===== config.mk =====
export PLATFORM = sky130hd
export DESIGN_NAME = adj_time_counter
export DESIGN_NICKNAME = d
export VERILOG_FILES = /design/src/rtl/tc_pkg.sv /design/src/rtl/tc_rate_accum.sv /design/src/rtl/tc_time_adder.sv /design/src/rtl/adj_time_counter.sv
export SDC_FILE = /design/constraint.sdc
export NUM_CORES = 1
export LEC_CHECK = 0
export ABC_AREA = 0
export BUFFER_PORTS_ARGS = -buffer_cell sky130_fd_sc_hd__buf_4
export CAP_MARGIN = 20
export CORE_UTILIZATION = 50
export CTS_CLUSTER_SIZE = 28
export DETAILED_ROUTE_END_ITERATION = 8
export PLACE_DENSITY = 0.7
export SYNTH_ARGS = -nofsm -noshare
export SYNTH_HDL_FRONTEND = slang
export SYNTH_SLANG_ARGS = --single-unit

===== constraint.sdc =====
create_clock -name clk -period 14.7 [get_ports clk]
set_input_delay 0.735 -clock clk [delete_from_list [all_inputs] [get_ports clk]]
set_output_delay 0.735 -clock clk [all_outputs]
set_load 0.05 [all_outputs]

===== src/rtl/tc_pkg.sv =====
`timescale 1ns/1ps
package tc_pkg;
  localparam int unsigned NS_PER_SEC = 1000000000;
  localparam int NS_W = 30;
endpackage


===== src/rtl/tc_rate_accum.sv =====
`timescale 1ns/1ps
module tc_rate_accum #(
  parameter int ACC_W = 32
) (
  input  logic             clk,
  input  logic             rst_n,
  input  logic             clr,
  input  logic             addend_we,
  input  logic [ACC_W-1:0] addend_wdata,
  output logic             tick,
  output logic [ACC_W-1:0] acc_q,
  output logic [ACC_W-1:0] addend_q
);
  logic [ACC_W:0]   sum_w;
  logic [ACC_W-1:0] acc_d;
  logic [ACC_W-1:0] addend_d;

  always_comb begin
    sum_w    = {1'b0, acc_q} + {1'b0, addend_q};
    tick     = sum_w[ACC_W] & ~clr;
    acc_d    = clr ? '0 : sum_w[ACC_W-1:0];
    addend_d = addend_we ? addend_wdata : addend_q;
  end

  always_ff @(posedge clk or negedge rst_n) begin
    if (!rst_n) begin
      acc_q    <= '0;
      addend_q <= '0;
    end else begin
      acc_q <= acc_d;
      if (addend_we) addend_q <= addend_d;
    end
  end
endmodule


===== src/rtl/tc_time_adder.sv =====
`timescale 1ns/1ps
module tc_time_adder #(
  parameter int SEC_W = 48,
  parameter int NS_W  = 30
) (
  input  logic [SEC_W-1:0] a_sec,
  input  logic [NS_W-1:0]  a_ns,
  input  logic [SEC_W-1:0] b_sec,
  input  logic [NS_W-1:0]  b_ns,
  input  logic             sub,
  output logic [SEC_W-1:0] y_sec,
  output logic [NS_W-1:0]  y_ns
);
  localparam logic [NS_W-1:0] BILLION = NS_W'(tc_pkg::NS_PER_SEC);

  logic [NS_W-1:0] headroom;
  logic            wrap;

  always_comb begin
    headroom = BILLION - b_ns;
    if (!sub) begin
      wrap  = (a_ns >= headroom);
      y_ns  = wrap ? (a_ns - headroom) : (a_ns + b_ns);
      y_sec = a_sec + b_sec + {{(SEC_W-1){1'b0}}, wrap};
    end else begin
      wrap  = (a_ns < b_ns);
      y_ns  = wrap ? (a_ns + headroom) : (a_ns - b_ns);
      y_sec = a_sec - b_sec - {{(SEC_W-1){1'b0}}, wrap};
    end
  end
endmodule


===== src/rtl/adj_time_counter.sv =====
`timescale 1ns/1ps
module adj_time_counter #(
  parameter int ACC_W = 32,
  parameter int SEC_W = 48,
  parameter int INC_W = 8
) (
  input  logic                    clk,
  input  logic                    rst_n,
  input  logic [INC_W-1:0]        inc_ns,
  input  logic                    addend_we,
  input  logic [ACC_W-1:0]        addend_wdata,
  input  logic                    load_valid,
  input  logic [SEC_W-1:0]        load_sec,
  input  logic [tc_pkg::NS_W-1:0] load_ns,
  input  logic                    step_valid,
  input  logic                    step_neg,
  input  logic [SEC_W-1:0]        step_sec,
  input  logic [tc_pkg::NS_W-1:0] step_ns,
  output logic [SEC_W-1:0]        time_sec,
  output logic [tc_pkg::NS_W-1:0] time_ns
);
  localparam int NS_W = tc_pkg::NS_W;

  logic             tick;
  logic [ACC_W-1:0] acc_q;
  logic [ACC_W-1:0] addend_q;
  logic [SEC_W-1:0] tk_sec, st_sec, sec_d;
  logic [NS_W-1:0]  tk_ns, st_ns, ns_d, tk_inc, st_dns;
  logic [SEC_W-1:0] st_dsec;
  logic             time_en;

  tc_rate_accum #(.ACC_W(ACC_W)) u_accum (
    .clk(clk), .rst_n(rst_n), .clr(load_valid),
    .addend_we(addend_we), .addend_wdata(addend_wdata),
    .tick(tick), .acc_q(acc_q), .addend_q(addend_q)
  );

  assign tk_inc  = tick ? NS_W'(inc_ns) : '0;
  assign st_dsec = step_valid ? step_sec : '0;
  assign st_dns  = step_valid ? step_ns : '0;

  tc_time_adder #(.SEC_W(SEC_W), .NS_W(NS_W)) u_tick_add (
    .a_sec(time_sec), .a_ns(time_ns), .b_sec('0), .b_ns(tk_inc),
    .sub(1'b0), .y_sec(tk_sec), .y_ns(tk_ns)
  );

  tc_time_adder #(.SEC_W(SEC_W), .NS_W(NS_W)) u_step_add (
    .a_sec(tk_sec), .a_ns(tk_ns), .b_sec(st_dsec), .b_ns(st_dns),
    .sub(step_neg & step_valid), .y_sec(st_sec), .y_ns(st_ns)
  );

  always_comb begin
    time_en = load_valid | step_valid | tick;
    if (load_valid) begin
      sec_d = load_sec;
      ns_d  = load_ns;
    end else begin
      sec_d = st_sec;
      ns_d  = st_ns;
    end
  end

  always_ff @(posedge clk or negedge rst_n) begin
    if (!rst_n) begin
      time_sec <= '0;
      time_ns  <= '0;
    end else if (time_en) begin
      time_sec <= sec_d;
      time_ns  <= ns_d;
    end
  end
endmodule


==> flow_summary.yaml <==
sta:
  drv_slew: 0
  post-route-min-period_ns: 13.83
  clock.fmax_mhz: 72.31
  relSlewSlack: 0.2004
  finalSetupViolations: 0
  hold_slack_ns: 0.3281
  hold_violations: 0
  finalSetupTns_ns: 0
  clock-skew-final_ns: 0.01364
  layout_setup_ws_ns: 0.8711
  period_share: 0.9407
  tightest_slew_ns: 1.195
  rsz0062_at_grt: "no"
critical_path:
  r2r_slack_ns: 0.87
  worstReg2RegStart: "u_accum.addend_q[0]"
  critPathMaxStageDelay_ns: 0.58
  rr_worst_depth: 55
  critPathKind: "reg -> reg"
  critPathCaptureType: "flop"
  cp.arrival_ns: 14.21
  r2r-end: "time_sec[46]"
  cp-start-kind: "flop"
  path_buf_inv: 6
  cpMostUsedCell: "a21oi_1"
  crit_required_ns: 15.08
  cp_slowest_cell: "or4b_4"
  cpLargestDelayFamily: "compound AO/OA/AOI/OAI gates"
  path_max_fanout: 29
routing:
  drcViolationCount: 0
  drt-wirelength-per-cell_um: 20.44
  dr.pass1.iters: 6
  num_vias: 24310
  vias_per_cell: 6.114
  postRouteAntennaNets: 0
  wl_um: 81240
  drtIter0Drc: 2396
logic_synthesis:
  synth_cell_types: 105
  synth-edff-count: 0
  yosys.area_share.simple: 0.1944
  ys_ff_latch: 142
  synth_compound_area_frac: 0.2731
  synth_mux_area_frac: 0.02667
  synth_adder_area_share: 0.1719
  yosysWarnings: 0
  synthCells: 3178
  synth-async-reset-ratio: 1.000
  synth_top_family_by_area: "compound AO/OA/AOI/OAI gates"
  synth-xor-area-share: 0.1149
  syn_nets: 3697
  synth_area_mm2: 0.02356
  yosysSeqAreaShare: 0.1509
  synthFlopType: "dfrtp_1"
  syn_avg_cell_area_um2: 7.412
clocking:
  numClockSinks: 142
  cts_resized: 0
  clockBufferDepth: 2
  clockRootBuffer: "clkbuf_16"
  clock_latency_ns: 0.47
  cts_setup_buffers: 0
  clk_pin_slew_ns: 0.07
  htreeDepth: 4
  numCtsBuffers: 17
  hold_buffers: 0
  cts_tree: "built"
place:
  place_ws_ns: 1.260
  gp_congestion: 0.9900
  port_buffers: 279
  postPlaceCellArea_mm2: 0.02596
  dp_hpwl_um: 64250
floorplan:
  die-area_mm2: 0.04798
  die_height_um: 219.1
  ios: 280
  rows: 79
  initial_core_util: 0.5060
  die_w_um: 219.1
  core_mm2: 0.04656
worst_hold_path:
  worstHoldPathType: "in -> async"
finish:
  num-fill-cells: 4381
  drive_above_1_share: 0.1260
  area_delta_synth_final_pct: 12.59
  nets: 3872
  utilization: 0.5696
  fin_area_mm2: 0.02652
run_status:
  outcome: "complete, no violations"
grt:
  grt_first_pass_wirelength_um: 127100
  grt_pass1_vias: 23220
  grtUsageTotal: 0.3361
  grt_overflow_total: 0
  grt_max_degree: 95
  antenna_found_initial: 2
job:
  maxCapViolCount: 0
power:
  peakVddDrop_uv: 180.3
  pwr_density_cell_mw_per_mm2: 275.2
  p_leak_uw: 0.01261
Yosys cell counts (64+ instances only):
master,instances,area share
and2_1,70,0.019
nor2_1,288,0.046
nand3_1,64,0.014
dfrtp_1,142,0.15
inv_1,273,0.044
o21ai_0,183,0.039
a21o_1,103,0.033
a21oi_1,308,0.065
xnor2_1,202,0.075
xor2_1,107,0.040
ha_1,306,0.16
clkbuf_1,110,0.018
nand2_1,222,0.035
report_power, final:
part	internal, uW	switching (uW)
combinational	2310	3790
clock	222	206
sequential	538	235
total	3070	4230
per-layer routing:
| metal | vias to the layer above | share of wire | GRT usage |
|---|---|---|---|
| li1 | 11590 | - | - |
| met1 | 11550 | 0.44 | 0.4631 |
| met2 | 1005 | 0.45 | 0.5366 |
| met3 | 158 | 0.076 | 0.03978 |
| met4 | 2 | 0.033 | 0.1220 |
| met5 | - | 0.00014 | 0 |
cell type report:
| class | instances | area, um^2 | share of cell area |
|---|---|---|---|
| multi-input cells | 2621 | 18400 | 0.6938 |
| flip-flops and latches | 142 | 3553 | 0.1340 |
| repair buffers | 294 | 2211 | 0.08336 |
| inverters | 277 | 1040 | 0.03921 |
| well taps | 607 | 759.5 | 0.02864 |
| clock buffers | 18 | 429.2 | 0.01618 |
| clock inverters | 14 | 122.6 | 0.004624 |
| diodes | 2 | 5.005 | 0.0001887 |
registers in the layout, indices dropped and copies added, names as in the netlist:
signal and cells:
time_ns 30, time_sec 48, u_accum.acc_q 32, u_accum.addend_q 32
through the flow:
stage                     cells  total power [uW]
after floorplan            3178              5201
after global placement     3941              6630
after detailed placement   3941              6692
after CTS                  3973              7155
after global routing       3974              7869
final                      3975              7298
logic make-up (layout without fill, tap and decap cells):
kind of cell,Yosys count,after routing
AND/OR/NAND/NOR,940,940
adder cells (fa/ha/maj),317,317
other,0,2
buffers and inverters,415,603
multiplexers,57,57
AO/OA/AOI/OAI,998,998
flip-flops,142,142
XOR/XNOR,309,309
layout by cell type, fill, tap and decap left out, types with 42 or more instances in the layout:
cell / instances
xnor2_1: 202
o21ai_0: 183
ha_1: 306
nor3_1: 59
nand2_1: 221
xor2_1: 107
nor2_1: 288
buf_4: 293
a21o_1: 103
o21bai_1: 48
nand2b_1: 46
a211oi_1: 42
inv_1: 273
dfrtp_1: 142
a21oi_1: 308
nand3_1: 64
and2_1: 69
worst max path at each step:
stage / cells after the start / endpoint / from
detailed placement: 55 / time_sec[46] / u_accum.addend_q[0]
floorplan: 57 / time_sec[44] / u_accum.acc_q[0]
finish: 55 / time_sec[46] / u_accum.addend_q[0]
global placement: 55 / time_sec[46] / u_accum.acc_q[0]
CTS: 55 / time_sec[46] / u_accum.addend_q[0]
global route: 56 / time_sec[46] / u_accum.addend_q[0]
(Power assumes the default switching activity.)
